<file path="src/rtl/gpio_ovr_pkg.sv">
package gpio_ovr_pkg;

    typedef enum logic [1:0] {
        OWN_REG  = 2'd0,
        OWN_UART = 2'd1,
        OWN_I2C  = 2'd2,
        OWN_CAN  = 2'd3
    } pin_owner_e;

    localparam logic [1:0] ADDR_DIR   = 2'd0;
    localparam logic [1:0] ADDR_DATA  = 2'd1;
    localparam logic [1:0] ADDR_INPUT = 2'd2;

endpackage

</file>
<file path="src/rtl/gpio_ovr_regs.sv">
module gpio_ovr_regs
    import gpio_ovr_pkg::*;
#(
    parameter int          WIDTH       = 8,
    parameter logic [WIDTH-1:0] UNIMPL_MASK = 8'h08
) (
    input  logic             clk,
    input  logic             rst_n,
    input  logic             wr_en,
    input  logic [1:0]       wr_addr,
    input  logic [WIDTH-1:0] wr_data,
    output logic [WIDTH-1:0] dir_q,
    output logic [WIDTH-1:0] dat_q
);

    localparam logic [WIDTH-1:0] IMPL_MASK = ~UNIMPL_MASK;

    always_ff @(posedge clk or negedge rst_n) begin
        if (!rst_n) begin
            dir_q <= '0;
            dat_q <= '0;
        end else if (wr_en) begin
            unique case (wr_addr)
                ADDR_DIR:  dir_q <= wr_data & IMPL_MASK;
                ADDR_DATA: dat_q <= wr_data;
                default: ;
            endcase
        end
    end

    // a direction write lands at the next edge, unimplemented bits cleared
    p_dir_write_r4: assert property (@(posedge clk) disable iff (!rst_n)
        (wr_en && wr_addr == ADDR_DIR) |=> (dir_q == ($past(wr_data) & IMPL_MASK)));

    // nothing but a direction write can change the stored direction
    p_dir_hold_r9: assert property (@(posedge clk) disable iff (!rst_n)
        !(wr_en && wr_addr == ADDR_DIR) |=> $stable(dir_q));

endmodule

</file>
<file path="src/rtl/gpio_ovr_sync.sv">
module gpio_ovr_sync #(
    parameter int WIDTH = 8
) (
    input  logic             clk,
    input  logic             rst_n,
    input  logic [WIDTH-1:0] pad_in,
    output logic [WIDTH-1:0] sync_q
);

    logic [WIDTH-1:0] stage1_q;
    logic [1:0]       warm_q;

    always_ff @(posedge clk or negedge rst_n) begin
        if (!rst_n) begin
            stage1_q <= '0;
            sync_q   <= '0;
            warm_q   <= '0;
        end else begin
            stage1_q <= pad_in;
            sync_q   <= stage1_q;
            if (warm_q != 2'd2) warm_q <= warm_q + 2'd1;
        end
    end

    // the synchronized view equals the pad level from two edges earlier
    p_sync_latency_r10: assert property (@(posedge clk) disable iff (!rst_n)
        (warm_q == 2'd2) |-> (sync_q == $past(pad_in, 2)));

endmodule

</file>
<file path="src/rtl/gpio_ovr_pin.sv">
module gpio_ovr_pin
    import gpio_ovr_pkg::*;
#(
    parameter int PIN         = 0,
    parameter int CAN_TX_PIN  = 7,
    parameter int CAN_RX_PIN  = 6,
    parameter int I2C_PIN_LO  = 6,
    parameter int I2C_PIN_HI  = 7,
    parameter int UART_TX_PIN = 1,
    parameter int UART_RX_PIN = 0
) (
    input  logic       dir_bit,
    input  logic       dat_bit,
    input  logic       can_en,
    input  logic       can_tx,
    input  logic       i2c_en,
    input  logic [1:0] i2c_oe,
    input  logic [1:0] i2c_out,
    input  logic       uart_tx_en,
    input  logic       uart_rx_en,
    input  logic       uart_tx,
    output logic       pad_out,
    output logic       pad_oe,
    output pin_owner_e owner
);

    localparam bit IS_CAN_TX  = (PIN == CAN_TX_PIN);
    localparam bit IS_CAN     = IS_CAN_TX || (PIN == CAN_RX_PIN);
    localparam bit IS_I2C     = (PIN == I2C_PIN_LO) || (PIN == I2C_PIN_HI);
    localparam int I2C_IDX    = (PIN == I2C_PIN_HI) ? 1 : 0;
    localparam bit IS_UART_TX = (PIN == UART_TX_PIN);
    localparam bit IS_UART_RX = (PIN == UART_RX_PIN);

    // ownership selection: CAN, then I2C, then UART, then the register
    always_comb begin
        if (IS_CAN && can_en)
            owner = OWN_CAN;
        else if (IS_I2C && i2c_en)
            owner = OWN_I2C;
        else if ((IS_UART_TX && uart_tx_en) || (IS_UART_RX && uart_rx_en))
            owner = OWN_UART;
        else
            owner = OWN_REG;
    end

    always_comb begin
        unique case (owner)
            OWN_CAN: begin
                pad_oe  = IS_CAN_TX;
                pad_out = IS_CAN_TX ? can_tx : 1'b0;
            end
            OWN_I2C: begin
                pad_oe  = i2c_oe[I2C_IDX];
                pad_out = i2c_out[I2C_IDX];
            end
            OWN_UART: begin
                pad_oe  = IS_UART_TX;
                pad_out = IS_UART_TX ? uart_tx : 1'b0;
            end
            default: begin
                pad_oe  = dir_bit;
                pad_out = dat_bit;
            end
        endcase
    end

endmodule

</file>
<file path="src/rtl/gpio_ovr_port.sv">
module gpio_ovr_port
    import gpio_ovr_pkg::*;
#(
    parameter int WIDTH       = 8,
    parameter logic [WIDTH-1:0] UNIMPL_MASK = 8'h08,
    parameter int CAN_TX_PIN  = 7,
    parameter int CAN_RX_PIN  = 6,
    parameter int I2C_PIN_LO  = 6,
    parameter int I2C_PIN_HI  = 7,
    parameter int UART_TX_PIN = 1,
    parameter int UART_RX_PIN = 0
) (
    input  logic             clk,
    input  logic             rst_n,
    input  logic             wr_en,
    input  logic [1:0]       wr_addr,
    input  logic [WIDTH-1:0] wr_data,
    input  logic [1:0]       rd_addr,
    output logic [WIDTH-1:0] rd_data,
    input  logic [WIDTH-1:0] pad_in,
    output logic [WIDTH-1:0] pad_out,
    output logic [WIDTH-1:0] pad_oe,
    input  logic             can_en,
    input  logic             can_tx,
    input  logic             i2c_en,
    input  logic [1:0]       i2c_oe,
    input  logic [1:0]       i2c_out,
    input  logic             uart_tx_en,
    input  logic             uart_rx_en,
    input  logic             uart_tx
);

    logic [WIDTH-1:0] dir_q;
    logic [WIDTH-1:0] dat_q;
    logic [WIDTH-1:0] sync_q;
    pin_owner_e       owner [WIDTH];

    gpio_ovr_regs #(.WIDTH(WIDTH), .UNIMPL_MASK(UNIMPL_MASK)) u_regs (
        .clk     (clk),
        .rst_n   (rst_n),
        .wr_en   (wr_en),
        .wr_addr (wr_addr),
        .wr_data (wr_data),
        .dir_q   (dir_q),
        .dat_q   (dat_q)
    );

    gpio_ovr_sync #(.WIDTH(WIDTH)) u_sync (
        .clk    (clk),
        .rst_n  (rst_n),
        .pad_in (pad_in),
        .sync_q (sync_q)
    );

    for (genvar p = 0; p < WIDTH; p++) begin : g_pin
        gpio_ovr_pin #(
            .PIN         (p),
            .CAN_TX_PIN  (CAN_TX_PIN),
            .CAN_RX_PIN  (CAN_RX_PIN),
            .I2C_PIN_LO  (I2C_PIN_LO),
            .I2C_PIN_HI  (I2C_PIN_HI),
            .UART_TX_PIN (UART_TX_PIN),
            .UART_RX_PIN (UART_RX_PIN)
        ) u_pin (
            .dir_bit    (dir_q[p]),
            .dat_bit    (dat_q[p]),
            .can_en     (can_en),
            .can_tx     (can_tx),
            .i2c_en     (i2c_en),
            .i2c_oe     (i2c_oe),
            .i2c_out    (i2c_out),
            .uart_tx_en (uart_tx_en),
            .uart_rx_en (uart_rx_en),
            .uart_tx    (uart_tx),
            .pad_out    (pad_out[p]),
            .pad_oe     (pad_oe[p]),
            .owner      (owner[p])
        );
    end

    always_comb begin
        unique case (rd_addr)
            ADDR_DIR:   rd_data = dir_q;
            ADDR_DATA:  rd_data = (dat_q & pad_oe) | (sync_q & ~pad_oe);
            ADDR_INPUT: rd_data = sync_q;
            default:    rd_data = '0;
        endcase
    end

    // CAN drives its transmit pin and releases its receive pin
    p_can_dir_r5: assert property (@(posedge clk) disable iff (!rst_n)
        can_en |-> (pad_oe[CAN_TX_PIN] && !pad_oe[CAN_RX_PIN]
                    && pad_out[CAN_TX_PIN] == can_tx));

    // I2C owns its pins when CAN is off
    p_i2c_owns_r6: assert property (@(posedge clk) disable iff (!rst_n)
        (i2c_en && !can_en) |-> (pad_oe[I2C_PIN_HI] == i2c_oe[1]
                                 && pad_out[I2C_PIN_LO] == i2c_out[0]));

    // UART transmit and receive pins are forced independently
    p_uart_tx_r7: assert property (@(posedge clk) disable iff (!rst_n)
        uart_tx_en |-> (pad_oe[UART_TX_PIN] && pad_out[UART_TX_PIN] == uart_tx));
    p_uart_rx_r7: assert property (@(posedge clk) disable iff (!rst_n)
        uart_rx_en |-> !pad_oe[UART_RX_PIN]);

    // CAN wins over I2C on the shared receive pin
    p_prio_r8: assert property (@(posedge clk) disable iff (!rst_n)
        (can_en && i2c_en) |-> (!pad_oe[CAN_RX_PIN] && !pad_out[CAN_RX_PIN]));

endmodule

</file>
<file path="config.mk">
export PLATFORM = sky130hd
export DESIGN_NAME = gpio_ovr_port
export DESIGN_NICKNAME = d
export VERILOG_FILES = /design/src/rtl/gpio_ovr_pkg.sv /design/src/rtl/gpio_ovr_regs.sv /design/src/rtl/gpio_ovr_sync.sv /design/src/rtl/gpio_ovr_pin.sv /design/src/rtl/gpio_ovr_port.sv
export SDC_FILE = /design/constraint.sdc
export NUM_CORES = 1
export LEC_CHECK = 0
export ABC_CLOCK_PERIOD_IN_PS = 1700
export BUFFER_PORTS_ARGS = -buffer_cell sky130_fd_sc_hd__buf_2
export CAP_MARGIN = 0
export CORE_UTILIZATION = 51
export CTS_CLUSTER_DIAMETER = 80
export DETAILED_ROUTE_END_ITERATION = 6
export PLACE_DENSITY = 0.93
export SYNTH_ARGS = -nofsm -noshare
export SYNTH_HDL_FRONTEND = slang
export SYNTH_SLANG_ARGS = --single-unit
</file>
<file path="constraint.sdc">
create_clock -name clk -period 1.7 [get_ports clk]
set_input_delay 0.17 -clock clk [delete_from_list [all_inputs] [get_ports clk]]
set_output_delay 0.17 -clock clk [all_outputs]
set_load 0.02 [all_outputs]
</file>
==> flow_metrics.py, run 1 <==
metrics = {
    "timing": {
        "worst_slack_ps": -19.42,
        "clock.fmax_mhz": 581.6,
        "rsz0062_at_grt": "true",
        "setup_tns_ps": -32.12,
        "hold_violations": 0,
        "slew_headroom_pct": 55.87,
        "period_share_pct": 101.1,
        "worst_pin_slew_ps": 662.0,
        "period_minus_slack_ps": 1719,
        "maxSlewViolCount": 0,
        "clock_skew_ps": 4.798,
        "finalSetupViolCount": 2,
    },
    "synth": {
        "syn-num-nets": 157,
        "seq_area_frac_synth_pct": 53.63,
        "ys_ff_latch": 31,
        "synthArstFlopShare_pct": 100.0,
        "synth_xor_area_share_pct": 0,
        "yosys.area_share.simple_pct": 10.99,
        "ys_types": 24,
        "synth_top_area_cell": "dfrtp_1",
        "synth_common_cells": "31 x dfrtp_1, 16 x buf_4, 15 x mux2_2, 15 x nand2_1, 7 x mux2i_1",
        "syn-cell-area_um2": 1446,
        "synthTopCellsByArea": "dfrtp_1 54%, mux2_2 12%, buf_4 8.3%",
        "netlist_instances": 124,
        "synth_warnings": 0,
        "synth_enable_flop_cells": 0,
        "synth_fa_ha_area_share_pct": 0,
        "netlist.area_leader.share_pct": 53.63,
        "synth_ff_type": "dfrtp_1",
        "yosys.cell_count.top_type": "dfrtp_1",
        "avgSynthCellArea_um2": 11.66,
        "synth_top_family_by_area": "multiplexers",
        "synth-compound-area-share_pct": 6.747,
        "synthMuxAreaShare_pct": 18.08,
    },
    "clock_tree": {
        "cts_tree": "yes",
        "clk_path_buf_depth": 2,
        "cts_made_buffers": 5,
        "ctsRootBufferMaster": "clkbuf_4",
        "cts_sinks": 31,
        "htree_levels": 2,
        "insertion_delay_ps": 320,
        "clk_pin_slew_ps": 90,
    },
    "global_route": {
        "grt_first_pass_wirelength_mm": 4.581,
        "grt.total_usage_pct": 19.50,
        "overflow": 0,
        "grt_pass1_vias": 1038,
        "antenna_found_initial": 0,
        "grt_max_degree": 32,
    },
    "place": {
        "hpwl_mm": 2.004,
        "io_buffers": 55,
        "postPlaceCellArea_um2": 1625,
        "place_congestion": 0.7361,
    },
    "die": {
        "initial_core_util_pct": 56.34,
        "die_area_um2": 3053,
        "die-width_um": 55.26,
        "std_cell_rows": 18,
        "pin_count": 57,
        "core_um2": 2567,
        "die_h_um": 55.26,
    },
    "critical_path": {
        "reg2reg_slack_ps": 710,
        "endpoint_kind": "output port",
        "arrival_ps": 1550,
        "crit_path_max_fanout": 2,
        "critPathLaunchType": "flip-flop",
        "crit_type": "reg2out",
        "critical_path_required_ps": 1530,
    },
    "power_and_ir_drop": {
        "power.density_nw_per_um2": 1056,
        "vdd_drop_max_uv": 814.2,
        "finalPower_uw": 1966,
        "p_leak_uw": 0.0009291,
    },
    "finish": {
        "diodes": 0,
        "fillers": 181,
        "drive_gt1_share_pct": 48.09,
        "final_area_um2": 1861,
        "fin_nets": 215,
        "syn_to_final_growth_pct": 28.63,
    },
    "detailed_routing": {
        "drtIter0Drc": 22,
        "via_per_inst": 5.038,
        "wire_per_inst_um": 13.54,
        "drc": 0,
        "routed_wirelength_mm": 2.884,
        "ant_nets": 0,
        "drtPass1Iterations": 5,
        "via_count": 1073,
    },
    "hold_path": {
        "hp-class": "in2reg",
    },
    "outcome": {
        "violations": "negative setup slack",
        "status": "finished with violations",
    },
    "run": {
        "drv_cap": 0,
    },
}
[critical path: stages (launching register included)]
cell	delay (ps)
dfrtp_1	380
mux2i_1	80
nor2_1	180
mux2_1	350
nand2_1	110
buf_6	130
[cell usage in the layout, fill, tap and decap left out, types with 3 or more instances in the layout]
master	n
mux2i_1	7
dfrtp_1	31
nand2_1	15
clkbuf_4	5
buf_4	7
nor2_1	6
mux2_2	15
nor2b_1	5
o22ai_1	3
o21ai_0	3
buf_2	52
a21oi_1	3
dlygate4sd3_1	9
[power breakdown]
| group | switching (µW) | internal (µW) |
|---|---|---|
| Combinational | 258 | 239 |
| Clock | 240 | 347 |
| Sequential | 57.8 | 824 |
| Total | 556 | 1410 |
[final timing paths]
path                                              start                     endpoint  cells past startpoint
setup / recovery            u_regs.dir_q[6]$_DFFE_PN0P_                   rd_data[6]                      5
hold / removal                               wr_data[3]  u_regs.dat_q[3]$_DFFE_PN0P_                      2
setup reg to reg            u_regs.dir_q[7]$_DFFE_PN0P_  u_regs.dir_q[7]$_DFFE_PN0P_                      3
hold reg to reg            u_sync.stage1_q[3]$_DFF_PN0_   u_sync.sync_q[3]$_DFF_PN0_                      0
max in group asynchronous                         rst_n  u_regs.dat_q[3]$_DFFE_PN0P_                      2
min in group asynchronous                         rst_n  u_regs.dat_q[4]$_DFFE_PN0P_                      2
[logic make-up after synthesis]
group,Yosys count
and+or+nand+nor,31
other,1
buffers and inverters,21
DFF,31
muxes,24
AOI/OAI and AO/OA,16
[cell type report]
cell class                      count  area [µm²]  share of cell area, %
Sequential cell                    31       775.7                  41.69
Inverter                            2       7.507                 0.4035
Multi-Input combinational cell     72       528.0                  28.38
Tap cell                           30       37.54                  2.017
Clock inverter                      2       35.03                  1.883
Clock buffer                        6       51.30                  2.757
Timing Repair Buffer               70       425.4                  22.86
[repair_timing]
action	4_1_cts	5_1_grt
pin swaps	1	2
hold buffers	9	0
resized for setup	2	7
setup buffers	2	3
setup endpoints to repair	2	4
endpoints found under the hold margin	39	0
[registers in the layout (all words and copies together) (netlist names)]
signal and flops:
u_sync.sync_q 8, u_regs.dat_q 8, u_regs.dir_q 7, u_sync.stage1_q 8
[per-layer routing]
metal | vias to the layer above | track usage [%] | share of wire [%]
li1 | 518 | - | -
met1 | 508 | 20.79 | 39
met2 | 38 | 34.60 | 54
met3 | 9 | 6.089 | 5.5
met4 | 0 | 9.643 | 2.0
met5 | - | 0 | 0
[through the flow]
stage / setup WS, ps / utilization [%] / std cells / hold WS, ps
final: -19.42 / 72.47 / 213 / 78.02
after global placement: 289.4 / 63.30 / 191 / 217.4
after global routing: -100.7 / 72.47 / 213 / 66.31
after floorplan: 391.6 / - / 124 / -125.6
after detailed placement: 254.0 / 63.30 / 191 / 236.2
after CTS: 10.54 / 70.86 / 210 / 68.90
No activity file was read; power rests on OpenSTA's default activity.
==> run 2, diff against run 1 <==
Settings changed: PLACE_DENSITY 0.93 to 0.83.
==> run 2 against run 1 <==
  * Critical path type unchanged
  * Sequential power grew 0.6%
  * Largest power group unchanged
  * The run now ends clean
  * Clock power shrank 42%
  * Cell area shrank 3.3%
  * Clock-buffer cell count is the same
==> flow_metrics.py, run 2 (synthesized netlist as in run 1, its figures left out) <==
metrics = {
    "hold_path": {
        "whs_endpoint": "u_regs.dat_q[3]$_DFFE_PN0P_",
        "holdPathStages": 2,
        "hp-class": "in2reg",
        "min_from": "wr_data[3]",
    },
    "power_and_ir_drop": {
        "vdd_drop_max_uv": 651.8,
        "p_leak_uw": 0.0008970,
        "power.density_nw_per_um2": 944.8,
    },
    "detailed_routing": {
        "via_per_inst": 5.077,
        "ant_nets": 0,
        "via_count": 1061,
        "wire_per_inst_um": 12.29,
        "drtPass1Iterations": 4,
        "drc": 0,
        "drtIter0Drc": 28,
        "routed_wirelength_mm": 2.569,
    },
    "die": {
        "die_area_um2": 3053,
        "core_um2": 2567,
        "die_h_um": 55.26,
        "pin_count": 57,
        "die-width_um": 55.26,
        "initial_core_util_pct": 56.34,
        "std_cell_rows": 18,
    },
    "clock_tree": {
        "cts_tree": "yes",
        "clk_pin_slew_ps": 70,
        "cts_made_buffers": 5,
        "ctsRootBufferMaster": "clkbuf_4",
        "clk_path_buf_depth": 2,
        "cts_sinks": 31,
        "htree_levels": 2,
        "insertion_delay_ps": 300,
    },
    "place": {
        "dp_slack_ps": 185.6,
        "hpwl_mm": 1.924,
        "place_congestion": 0.6843,
        "io_buffers": 55,
    },
    "critical_path": {
        "crit_path_max_fanout": 2,
        "worstRegToRegCells": 3,
        "reg2reg_slack_ps": 700,
        "arrival_ps": 1510,
        "r2r-start": "u_regs.dir_q[6]$_DFFE_PN0P_",
        "endpoint_kind": "output port",
        "critPathLaunchType": "flip-flop",
        "crit_type": "reg2out",
        "r2r_end": "u_regs.dir_q[6]$_DFFE_PN0P_",
        "critical_path_required_ps": 1530,
    },
    "global_route": {
        "antenna_found_initial": 0,
        "grt_max_degree": 32,
        "overflow": 0,
        "grt_first_pass_wirelength_mm": 4.353,
        "grt_pass1_vias": 1059,
        "grt.total_usage_pct": 18.49,
    },
    "finish": {
        "syn_to_final_growth_pct": 24.39,
        "utilization_pct": 70.08,
        "diodes": 0,
        "fillers": 192,
        "final_cell_mix": "53 x buf_2, 31 x dfrtp_1, 15 x nand2_1, 15 x mux2_2, 9 x dlygate4sd3_1",
        "fin_nets": 213,
        "layout_commonest_cell": "buf_2",
        "drive_gt1_share_pct": 46.93,
        "reg_top3": "u_regs.dat_q x8, u_sync.stage1_q x8, u_sync.sync_q x8",
    },
    "timing": {
        "worst_slack_ps": 23.36,
        "maxSlewViolCount": 0,
        "period_share_pct": 98.63,
        "slew_headroom_pct": 57.59,
        "hold_violations": 0,
        "clock.fmax_mhz": 596.4,
        "rsz0062_at_grt": "true",
        "worst_pin_slew_ps": 636.1,
        "period_minus_slack_ps": 1677,
        "clock_skew_ps": 2.900,
        "finalSetupViolCount": 0,
        "worst_hold_slack_ps": 101.4,
    },
    "run": {
        "drv_cap": 0,
    },
    "outcome": {
        "status": "completed",
    },
}
[run 2: timing repair]
item                                    in CTS  in global routing
hold buffers                                 9                  0
gates cloned                                 0                  0
endpoints found under the setup margin       2                  3
resized for setup                            2                  5
hold endpoints to repair                    39                  0
pin swaps                                    1                  1
buffers inserted                             1                  3
[run 2: cell type report]
class	instances	area, µm²	area share (%)
multi-input combinational	72	533.0	29.62
timing repair buffer	68	404.1	22.46
sequential	31	775.7	43.12
inverter	2	7.507	0.4172
tap	30	37.54	2.086
clock buffer	6	41.29	2.295
[run 2: per-layer routing]
layer | wire length (µm) | part of all wire, % | vias to the layer above | global-route usage (%)
met3 | 157 | 6.1 | 4 | 6.089
li1 | - | - | 516 | -
met5 | 0 | 0 | - | 0
met4 | 48 | 1.9 | 0 | 9.643
met1 | 1015 | 40 | 504 | 19.06
met2 | 1347 | 52 | 37 | 33.05
[run 2: power by group]
| group | total [µW] | switching (µW) | internal [µW] |
|---|---|---|---|
| Clock | 338 | 191 | 147 |
| Combinational | 475 | 246 | 229 |
| Sequential | 887 | 62.7 | 824 |
| Total | 1700 | 500 | 1200 |
[run 2: how the worst max path moves through the flow]
stage | slack (ps) | depth (start not counted) | end | start
floorplan | 390 | 3 | rd_data[0] | u_regs.dir_q[0]$_DFFE_PN0P_
global placement | 230 | 6 | rd_data[6] | rd_addr[0]
detailed placement | 190 | 6 | rd_data[6] | rd_addr[0]
CTS | 10 | 5 | rd_data[1] | u_regs.dir_q[1]$_DFFE_PN0P_
global route | -60 | 5 | rd_data[7] | u_regs.dir_q[7]$_DFFE_PN0P_
finish | 20 | 5 | rd_data[7] | u_regs.dir_q[7]$_DFFE_PN0P_
[run 2: worst max-delay path, stage by stage, from the launching register on]
cell	delay, ps
dfrtp_1	400
nor2b_4	130
a211o_1	250
mux2i_1	120
nand3b_1	160
buf_6	140
[run 2: per-stage QoR]
step | TNS [ps] | instance area, µm² | power [µW] | cells
finish | 0 | 1799 | 1700 | 209
global route | -59.40 | 1799 | 1809 | 209
global placement | 0 | 1618 | 1308 | 190
CTS | 0 | 1762 | 1695 | 206
detailed placement | 0 | 1618 | 1328 | 190
floorplan | 0 | 1446 | 1236 | 124
==> run 3, diff against run 2 <==
Settings changed: PLACE_DENSITY 0.83 to 0.88.
==> run 3 against run 2 <==
  * Clock-buffer cell count up 1
  * Non-clock buffer count decreased by 2
  * Register-to-register slack gained 120 ps
  * Final cell count unchanged
  * Clock power grew 14%
  * Critical path depth is the same
  * Sequential power barely moved
  * Fmax decreased by 1.2%
==> flow_metrics.py, run 3 (synthesized netlist as in run 1, its figures left out) <==
metrics = {
    "outcome": {
        "status": "completed",
    },
    "finish": {
        "fin_nets": 211,
        "seqCellArea_um2": 775.7,
        "drive_gt1_share_pct": 47.49,
        "diodes": 0,
        "syn_to_final_growth_pct": 25.00,
        "layout_commonest_cell": "buf_2",
        "fillers": 206,
        "reg_top3": "u_regs.dat_q x8, u_sync.stage1_q x8, u_sync.sync_q x8",
        "utilization_pct": 70.42,
        "fin_cells": 209,
        "multi_input_area_um2": 541.8,
        "final_cell_mix": "52 x buf_2, 31 x dfrtp_1, 15 x mux2_2",
        "final_area_um2": 1808,
    },
    "critical_path": {
        "critPathLaunchType": "flip-flop",
        "critPathSlowestCell": "dfrtp_1",
        "arrival_ps": 1530,
        "crit_chain": "nor2b_4 > a211o_1 > mux2i_1 > nand3b_1 > buf_6",
        "critPathMaxStageDelay_ps": 390,
        "critical_path_required_ps": 1530,
        "endpoint_kind": "output port",
        "reg2reg_slack_ps": 820,
        "crit_path_max_fanout": 2,
        "crit_type": "reg2out",
    },
    "timing": {
        "period_share_pct": 99.83,
        "worst_pin_slew_ps": 647.4,
        "setup_tns_ps": 0,
        "clock_skew_ps": 2.681,
        "period_minus_slack_ps": 1697,
        "rsz0062_at_grt": "true",
        "slew_headroom_pct": 56.84,
        "hold_violations": 0,
        "finalSetupViolCount": 0,
        "worst_hold_slack_ps": 83.81,
        "maxSlewViolCount": 0,
        "clock.fmax_mhz": 589.2,
    },
    "global_route": {
        "overflow": 0,
        "grt_first_pass_wirelength_mm": 4.761,
        "grt_pass1_vias": 1097,
        "grt_max_degree": 32,
        "grt.total_usage_pct": 20.40,
        "antenna_found_initial": 0,
    },
    "hold_path": {
        "hp-class": "in2reg",
    },
    "die": {
        "core_um2": 2567,
        "die-width_um": 55.26,
        "die_h_um": 55.26,
        "std_cell_rows": 18,
        "die_area_um2": 3053,
        "initial_core_util_pct": 56.34,
        "pin_count": 57,
    },
    "clock_tree": {
        "clk_path_buf_depth": 2,
        "htree_levels": 2,
        "cts_sinks": 31,
        "ctsRootBufferMaster": "clkbuf_4",
        "clk_pin_slew_ps": 90,
        "cts_tree": "yes",
        "cts_made_buffers": 5,
        "insertion_delay_ps": 310,
    },
    "detailed_routing": {
        "ant_nets": 0,
        "drtIter0Drc": 8,
        "wire_per_inst_um": 13.68,
        "drtPass1Iterations": 4,
        "drc": 0,
        "via_per_inst": 5.072,
        "via_count": 1060,
        "routed_wirelength_mm": 2.860,
    },
    "power_and_ir_drop": {
        "power.density_nw_per_um2": 970.7,
        "vdd_drop_max_uv": 783.9,
        "p_leak_uw": 0.0009004,
    },
    "place": {
        "place_congestion": 0.7455,
        "dp_cells": 190,
        "hpwl_mm": 2.090,
        "io_buffers": 55,
        "postPlaceCellArea_um2": 1618,
    },
    "run": {
        "drv_cap": 0,
    },
}
[run 3: stage by stage]
stage          setup WS, ps  power, µW
6_report              2.845       1755
5_1_grt              -92.21       1860
4_1_cts              -12.24       1746
3_5_place_dp          194.1       1332
3_3_place_gp          260.0       1311
2_1_floorplan         391.6       1236
[run 3: cell type report]
type | count | share of cell area (%)
sequential | 31 | 42.91
multi-input combinational | 72 | 29.97
timing repair buffer | 66 | 21.87
clock buffer | 7 | 2.491
tap | 30 | 2.076
inverter | 2 | 0.4152
clock inverter | 1 | 0.2768
[run 3: power breakdown]
| part | switching, µW | internal (µW) |
|---|---|---|
| Combinational | 256 | 229 |
| Clock | 225 | 161 |
| Sequential | 60.4 | 824 |
[run 3: worst max-delay path: cells and delay by family, from the launching register on]
family,cells,cell delay [ps]
buffers and inverters,1,140
AOI/OAI and AO/OA,1,260
muxes,1,130
and+or+nand+nor,2,290
DFF,1,390
[run 3: worst paths after layout]
kind / startpoint / to / cells past startpoint
worst min-delay path: wr_data[5] / u_regs.dir_q[5]$_DFFE_PN0P_ / 2
worst min register to register: u_sync.stage1_q[5]$_DFF_PN0_ / u_sync.sync_q[5]$_DFF_PN0_ / 0
worst max register to register: u_regs.dir_q[7]$_DFFE_PN0P_ / u_regs.dir_q[7]$_DFFE_PN0P_ / 2
max in group asynchronous: rst_n / u_sync.sync_q[7]$_DFF_PN0_ / 2
min in group asynchronous: rst_n / u_sync.sync_q[5]$_DFF_PN0_ / 2
worst max-delay path: u_regs.dir_q[7]$_DFFE_PN0P_ / rd_data[7] / 5
[run 3: what timing repair did]
action | in CTS | in global routing
setup buffers | 1 | 1
setup endpoints to repair | 2 | 3
hold buffers | 9 | 0
pin swaps | 1 | 2
resized for setup | 4 | 8
endpoints found under the hold margin | 39 | 0
[run 3: per-layer routing]
metal | up-vias | track usage (%) | wire, µm
li1 | 512 | - | -
met4 | 0 | 12.14 | 106
met3 | 12 | 5.152 | 169
met5 | - | 0 | 0
met1 | 490 | 22.64 | 1070
met2 | 46 | 35.11 | 1513
